--- config.mk ---
export PLATFORM = sky130hd
export DESIGN_NAME = dif_gate_ctrl
export DESIGN_NICKNAME = d
export VERILOG_FILES = /design/src/rtl/dif_gate_pkg.sv /design/src/rtl/dif_gate_sync.sv /design/src/rtl/dif_gate_qual.sv /design/src/rtl/dif_gate_lane.sv /design/src/rtl/dif_gate_ctrl.sv
export SDC_FILE = /design/constraint.sdc
export NUM_CORES = 1
export LEC_CHECK = 0
export BUFFER_PORTS_ARGS = -buffer_cell sky130_fd_sc_hd__buf_4
export CAP_MARGIN = 10
export CORE_ASPECT_RATIO = 1.5
export CORE_MARGIN = 5
export CORE_UTILIZATION = 45
export CTS_BUF_LIST = sky130_fd_sc_hd__clkbuf_2
export DETAILED_ROUTE_END_ITERATION = 10
export PLACE_DENSITY = 0.69
export SLEW_MARGIN = 30
export SYNTH_ARGS = -nofsm -noshare
export SYNTH_HDL_FRONTEND = slang
export SYNTH_SLANG_ARGS = --single-unit
--- constraint.sdc ---
create_clock -name clk -period 2.1 [get_ports clk]
set_input_delay 0.42 -clock clk [delete_from_list [all_inputs] [get_ports clk]]
set_output_delay 0.42 -clock clk [all_outputs]
set_load 0.1 [all_outputs]
--- src/rtl/dif_gate_pkg.sv ---
package dif_gate_pkg;

    typedef enum logic [1:0] {
        LEG_OFF  = 2'd0,
        LEG_RUN  = 2'd1,
        LEG_STOP = 2'd2,
        LEG_PD   = 2'd3
    } leg_mode_e;

endpackage

--- src/rtl/dif_gate_sync.sv ---
module dif_gate_sync #(
    parameter int W = 1
) (
    input  logic         clk,
    input  logic         rst_n,
    input  logic [W-1:0] d_in,
    output logic [W-1:0] d_out
);
    typedef struct packed {
        logic [W-1:0] s1;
        logic [W-1:0] s2;
    } sync_st_t;

    sync_st_t st_d, st_q;

    always_comb begin
        st_d    = st_q;
        st_d.s1 = d_in;
        st_d.s2 = st_q.s1;
    end

    always_ff @(posedge clk) begin
        if (!rst_n) st_q <= '0;
        else        st_q <= st_d;
    end

    assign d_out = st_q.s2;
endmodule

--- src/rtl/dif_gate_qual.sv ---
module dif_gate_qual (
    input  logic clk,
    input  logic rst_n,
    input  logic smp_en,
    input  logic level,
    output logic valid
);
    typedef struct packed {
        logic smp;
        logic vld;
    } qual_st_t;

    qual_st_t st_d, st_q;

    always_comb begin
        st_d = st_q;
        if (smp_en) begin
            st_d.smp = level;
            if (level == st_q.smp) st_d.vld = level;
        end
    end

    always_ff @(posedge clk) begin
        if (!rst_n) st_q <= '0;
        else        st_q <= st_d;
    end

    assign valid = st_q.vld;
endmodule

--- src/rtl/dif_gate_lane.sv ---
module dif_gate_lane
    import dif_gate_pkg::*;
(
    input  logic clk,
    input  logic rst_n,
    input  logic park_evt,
    input  logic pd_req,
    input  logic enable,
    input  logic stop_req,
    input  logic ph,
    input  logic stop_hiz,
    input  logic pd_hiz,
    output logic t,
    output logic c,
    output logic t_drv,
    output logic c_drv
);
    leg_mode_e mode_d, mode_q;

    always_comb begin
        mode_d = mode_q;
        if (park_evt) begin
            if (pd_req)        mode_d = LEG_PD;
            else if (!enable)  mode_d = LEG_OFF;
            else if (stop_req) mode_d = LEG_STOP;
            else               mode_d = LEG_RUN;
        end
    end

    always_ff @(posedge clk) begin
        if (!rst_n) mode_q <= LEG_OFF;
        else        mode_q <= mode_d;
    end

    always_comb begin
        t = 1'b0; c = 1'b0; t_drv = 1'b0; c_drv = 1'b0;
        unique case (mode_q)
            LEG_RUN: begin
                t = ph; c = ~ph; t_drv = 1'b1; c_drv = 1'b1;
            end
            LEG_STOP: begin
                t = ~stop_hiz; t_drv = ~stop_hiz;
            end
            LEG_PD: begin
                t = ~pd_hiz; t_drv = ~pd_hiz;
            end
            default: ;
        endcase
    end
endmodule

--- src/rtl/dif_gate_ctrl.sv ---
module dif_gate_ctrl #(
    parameter int N = 8
) (
    input  logic         clk,
    input  logic         rst_n,
    input  logic         pol_sel,
    input  logic [N-1:0] oe_pin,
    input  logic         stop_pin,
    input  logic         pd_pin,
    input  logic         cfg_full_rate,
    input  logic [N-1:0] cfg_out_en,
    input  logic [N-1:0] cfg_stoppable,
    input  logic         cfg_stop_hiz,
    input  logic         cfg_pd_hiz,
    output logic [N-1:0] dif_t,
    output logic [N-1:0] dif_c,
    output logic [N-1:0] dif_t_drv,
    output logic [N-1:0] dif_c_drv
);
    localparam int CW = N + 2;

    typedef struct packed {
        logic pol;
        logic div;
        logic ph;
    } core_st_t;

    core_st_t st_d, st_q;

    logic          tog, crise_evt, park_evt;
    logic [CW-1:0] act_raw, act_s;
    logic          pd_valid, stop_valid;

    // Pins converted to active-high with the captured polarity, then synchronized.
    assign act_raw = {pd_pin ^ ~st_q.pol, stop_pin ^ ~st_q.pol, oe_pin ^ {N{st_q.pol}}};

    dif_gate_sync #(.W(CW)) u_sync (
        .clk   (clk),
        .rst_n (rst_n),
        .d_in  (act_raw),
        .d_out (act_s)
    );

    assign tog       = cfg_full_rate | st_q.div;
    assign crise_evt = tog & st_q.ph;
    assign park_evt  = tog & ~st_q.ph;

    always_comb begin
        st_d     = st_q;
        st_d.div = ~st_q.div;
        if (tog) st_d.ph = ~st_q.ph;
    end

    always_ff @(posedge clk) begin
        if (!rst_n) st_q <= '{pol: pol_sel, div: 1'b0, ph: 1'b0};
        else        st_q <= st_d;
    end

    dif_gate_qual u_pd_qual (
        .clk    (clk),
        .rst_n  (rst_n),
        .smp_en (crise_evt),
        .level  (act_s[N+1]),
        .valid  (pd_valid)
    );

    dif_gate_qual u_stop_qual (
        .clk    (clk),
        .rst_n  (rst_n),
        .smp_en (crise_evt),
        .level  (act_s[N]),
        .valid  (stop_valid)
    );

    for (genvar i = 0; i < N; i++) begin : g_lane
        dif_gate_lane u_lane (
            .clk      (clk),
            .rst_n    (rst_n),
            .park_evt (park_evt),
            .pd_req   (pd_valid),
            .enable   (act_s[i] & cfg_out_en[i]),
            .stop_req (stop_valid & cfg_stoppable[i]),
            .ph       (st_q.ph),
            .stop_hiz (cfg_stop_hiz),
            .pd_hiz   (cfg_pd_hiz),
            .t        (dif_t[i]),
            .c        (dif_c[i]),
            .t_drv    (dif_t_drv[i]),
            .c_drv    (dif_c_drv[i])
        );
    end
endmodule

==> impl_metrics.env <==
export IMPL_cts_buffers_inserted=5
export IMPL_syn_area_sq_mm=0.00234
export IMPL_ys_seq_elements=43
export IMPL_n_antenna_cell=0
export IMPL_slew_headroom_pct=61.0
export IMPL_antenna_found_initial=0
export IMPL_vdd_drop_max_v=0.000345
export IMPL_final_area_sq_mm=0.00259
export IMPL_drt_iter0_drc=51
export IMPL_wire_per_inst_um=11.0
export IMPL_status="finished clean"
export IMPL_combPwrFrac_pct=38.3
export IMPL_ys_types=26
export IMPL_async_reset_ff_share_pct=0
export IMPL_synth_warnings=0
export IMPL_power_leakage_nw=1.01
export IMPL_hp_class="input port to register"
export IMPL_worstPathArrival_ps=1470
export IMPL_start_kind="register"
export IMPL_start_util_pct=46.1
export IMPL_synth_edff_count=1
export IMPL_routed_wl_mm=3.99
export IMPL_io_pin_count=64
export IMPL_layout_min_cycle_time_ps=1890
export IMPL_grt_pass1_wl_mm=6.56
export IMPL_place_port_buffers=63
export IMPL_grt_overflow=0
export IMPL_intPower_mw=1.18
export IMPL_syn_to_final_growth_pct=10.4
export IMPL_rsz0062_at_grt="false"
export IMPL_p_seq_share_pct=45.8
export IMPL_final_net_count=325
export IMPL_clk_pin_slew_ps=200
export IMPL_clock_power_share_pct=15.9
export IMPL_dp_hpwl_mm=3.06
export IMPL_num_rows=32
export IMPL_synthCells=270
export IMPL_vias=1734
export IMPL_cellPowerDensity_mw_per_mm2=802
export IMPL_hold_slack_ps=208
export IMPL_max_freq_mhz=530
export IMPL_vias_per_cell=4.79
export IMPL_cts_hold_buf=0
export IMPL_placed_cells=354
export IMPL_yosysSeqAreaShare_pct=37.2
export IMPL_grt_usage_pct=12.3
export IMPL_crit_fanout=6
export IMPL_drc=0
export IMPL_setup_viol=0
export IMPL_htreeDepth=2
export IMPL_final_cells=362
export IMPL_cts_sinks=43
export IMPL_fill_cells=516
export IMPL_skew_ps=8.39
export IMPL_placed_area_sq_mm=0.00254
export IMPL_timing_final_crit_share_pct=89.9
export IMPL_path_class="register to output pin"
export IMPL_crit_path_end_kind="output pin"
export IMPL_clockRootBuffer="clkbuf_2"
export IMPL_power_total_mw=2.07
export IMPL_setup_ws_ps=212
export IMPL_syn_avg_cell_area_sq_um=8.68
export IMPL_tritoncts="built"
export IMPL_swShare_pct=43.0
export IMPL_tns_ps=0
export IMPL_final_util_pct=50.9
export IMPL_pre_cts_slack_ps=341
export IMPL_grt_max_degree=33
export IMPL_finalHoldViolCount=0
export IMPL_cts_path_max_buffers=2
export IMPL_worst_pin_slew_ps=584
export IMPL_grt_pass1_vias=1482
export IMPL_cp_required_ps=1680
export IMPL_yosys_most_used_dff="dfxtp_1"
export IMPL_maxCapViolCount=0
export IMPL_ant_nets=0
export IMPL_dieArea_sq_mm=0.00678
export IMPL_synthesis_nets=302
export IMPL_drive_above_1_share_pct=34.7
export IMPL_worstSkewPairLatency_ps=380
export IMPL_power_switching_mw=0.892
export IMPL_die_w_um=68.9
export IMPL_die_h_um=98.4
export IMPL_routabilityCongestion=0.640
export IMPL_core_sq_mm=0.00508
export IMPL_drv_slew=0
export IMPL_dr_pass1_iters=4
## area by class of cell
type                            instances  area (sq um)  area share (%)
Multi-Input combinational cell        178          1100            42.6
Sequential cell                        43           875            33.8
Timing Repair Buffer                   64           480            18.6
Tap cell                               68          85.1            3.29
Clock buffer                            6          30.0            1.16
Clock inverter                          2          11.3           0.435
Inverter                                1          3.75           0.145
## kinds of logic after synthesis
| logic type | share of synthesized area (%) |
|---|---|
| compound gates | 25.9 |
| flops | 37.2 |
| simple gates | 17.4 |
| xor+xnor | 3.74 |
| buf+inv | 15.9 |
## per-layer routing
layer	share of wire [%]	vias to the layer above	GRT usage (%)
li1	-	933	-
met1	41	750	14.1
met2	48	46	20.4
met3	8.7	5	3.91
met4	1.8	0	4.95
met5	0	-	0
## power groups by stage
stage               Clock [mW]  Combinational (mW)  Sequential [mW]
floorplan                    0               0.756            0.941
global placement             0               0.793            0.963
detailed placement           0               0.800            0.968
CTS                      0.350               0.800            0.951
global route             0.394               0.834            0.965
finish                   0.330               0.794            0.950
## critical path, cell delays in order (launching register included)
cell     delay [ps]
dfxtp_1         460
nor2b_1         150
o21ai_0          70
o21ai_0          90
buf_4           320
## cell usage after synthesis, drive strengths merged, types with 2 or more instances
cell	n	area [sq um]
and2	10	62.6
a22o	8	70.1
a41oi	8	70.1
nor2	19	71.3
nand2	30	113
a21oi	20	153
nor3	2	10.0
a31oi	8	50.1
o22ai	2	12.5
o21ai	35	228
nor2b	24	150
buf	47	363
dfxtp	42	841
xor2	2	17.5
xnor2	8	70.1
## final timing paths
check | startpoint | endpoint | slack, ps | depth (start not counted)
min | pol_sel | st_d[2] | 210 | 1
min reg2reg | u_sync.st_d[3] | u_sync.d_out[3] | 450 | 1
max | g_lane[7].u_lane.mode_q[0] | dif_t[7] | 210 | 4
max reg2reg | st_q[0] | g_lane[7].u_lane.mode_q[1] | 700 | 3
## cell usage in the layout (no fill, tap or decap), types with 8 or more instances in the layout
cell,synthesis,final
nor2b_1,24,24
dfxtp_1,42,41
buf_4,41,64
o21ai_2,14,14
a41oi_1,8,8
a21oi_2,14,14
a22o_1,8,8
a31oi_1,8,8
nor2_1,19,19
and2_1,10,10
nand2_1,30,30
o21ai_0,20,20
xnor2_1,8,8
## what timing repair did
action / in CTS / in global routing
hold endpoints to repair: 0 / 0
buffers inserted: 0 / 0
endpoints found under the setup margin: 8 / 4
gates resized for setup: 1 / 1
## flip-flops by register name (all words and copies together), names as in the netlist
name,count
g_lane.u_lane.mode_q,16
st_d,1
st_q,2
u_pd_qual.st_q,1
u_pd_qual.valid,1
u_stop_qual.st_q,1
u_stop_qual.valid,1
u_sync.d_out,10
u_sync.st_d,10
Power figures use the tool's default switching activity.
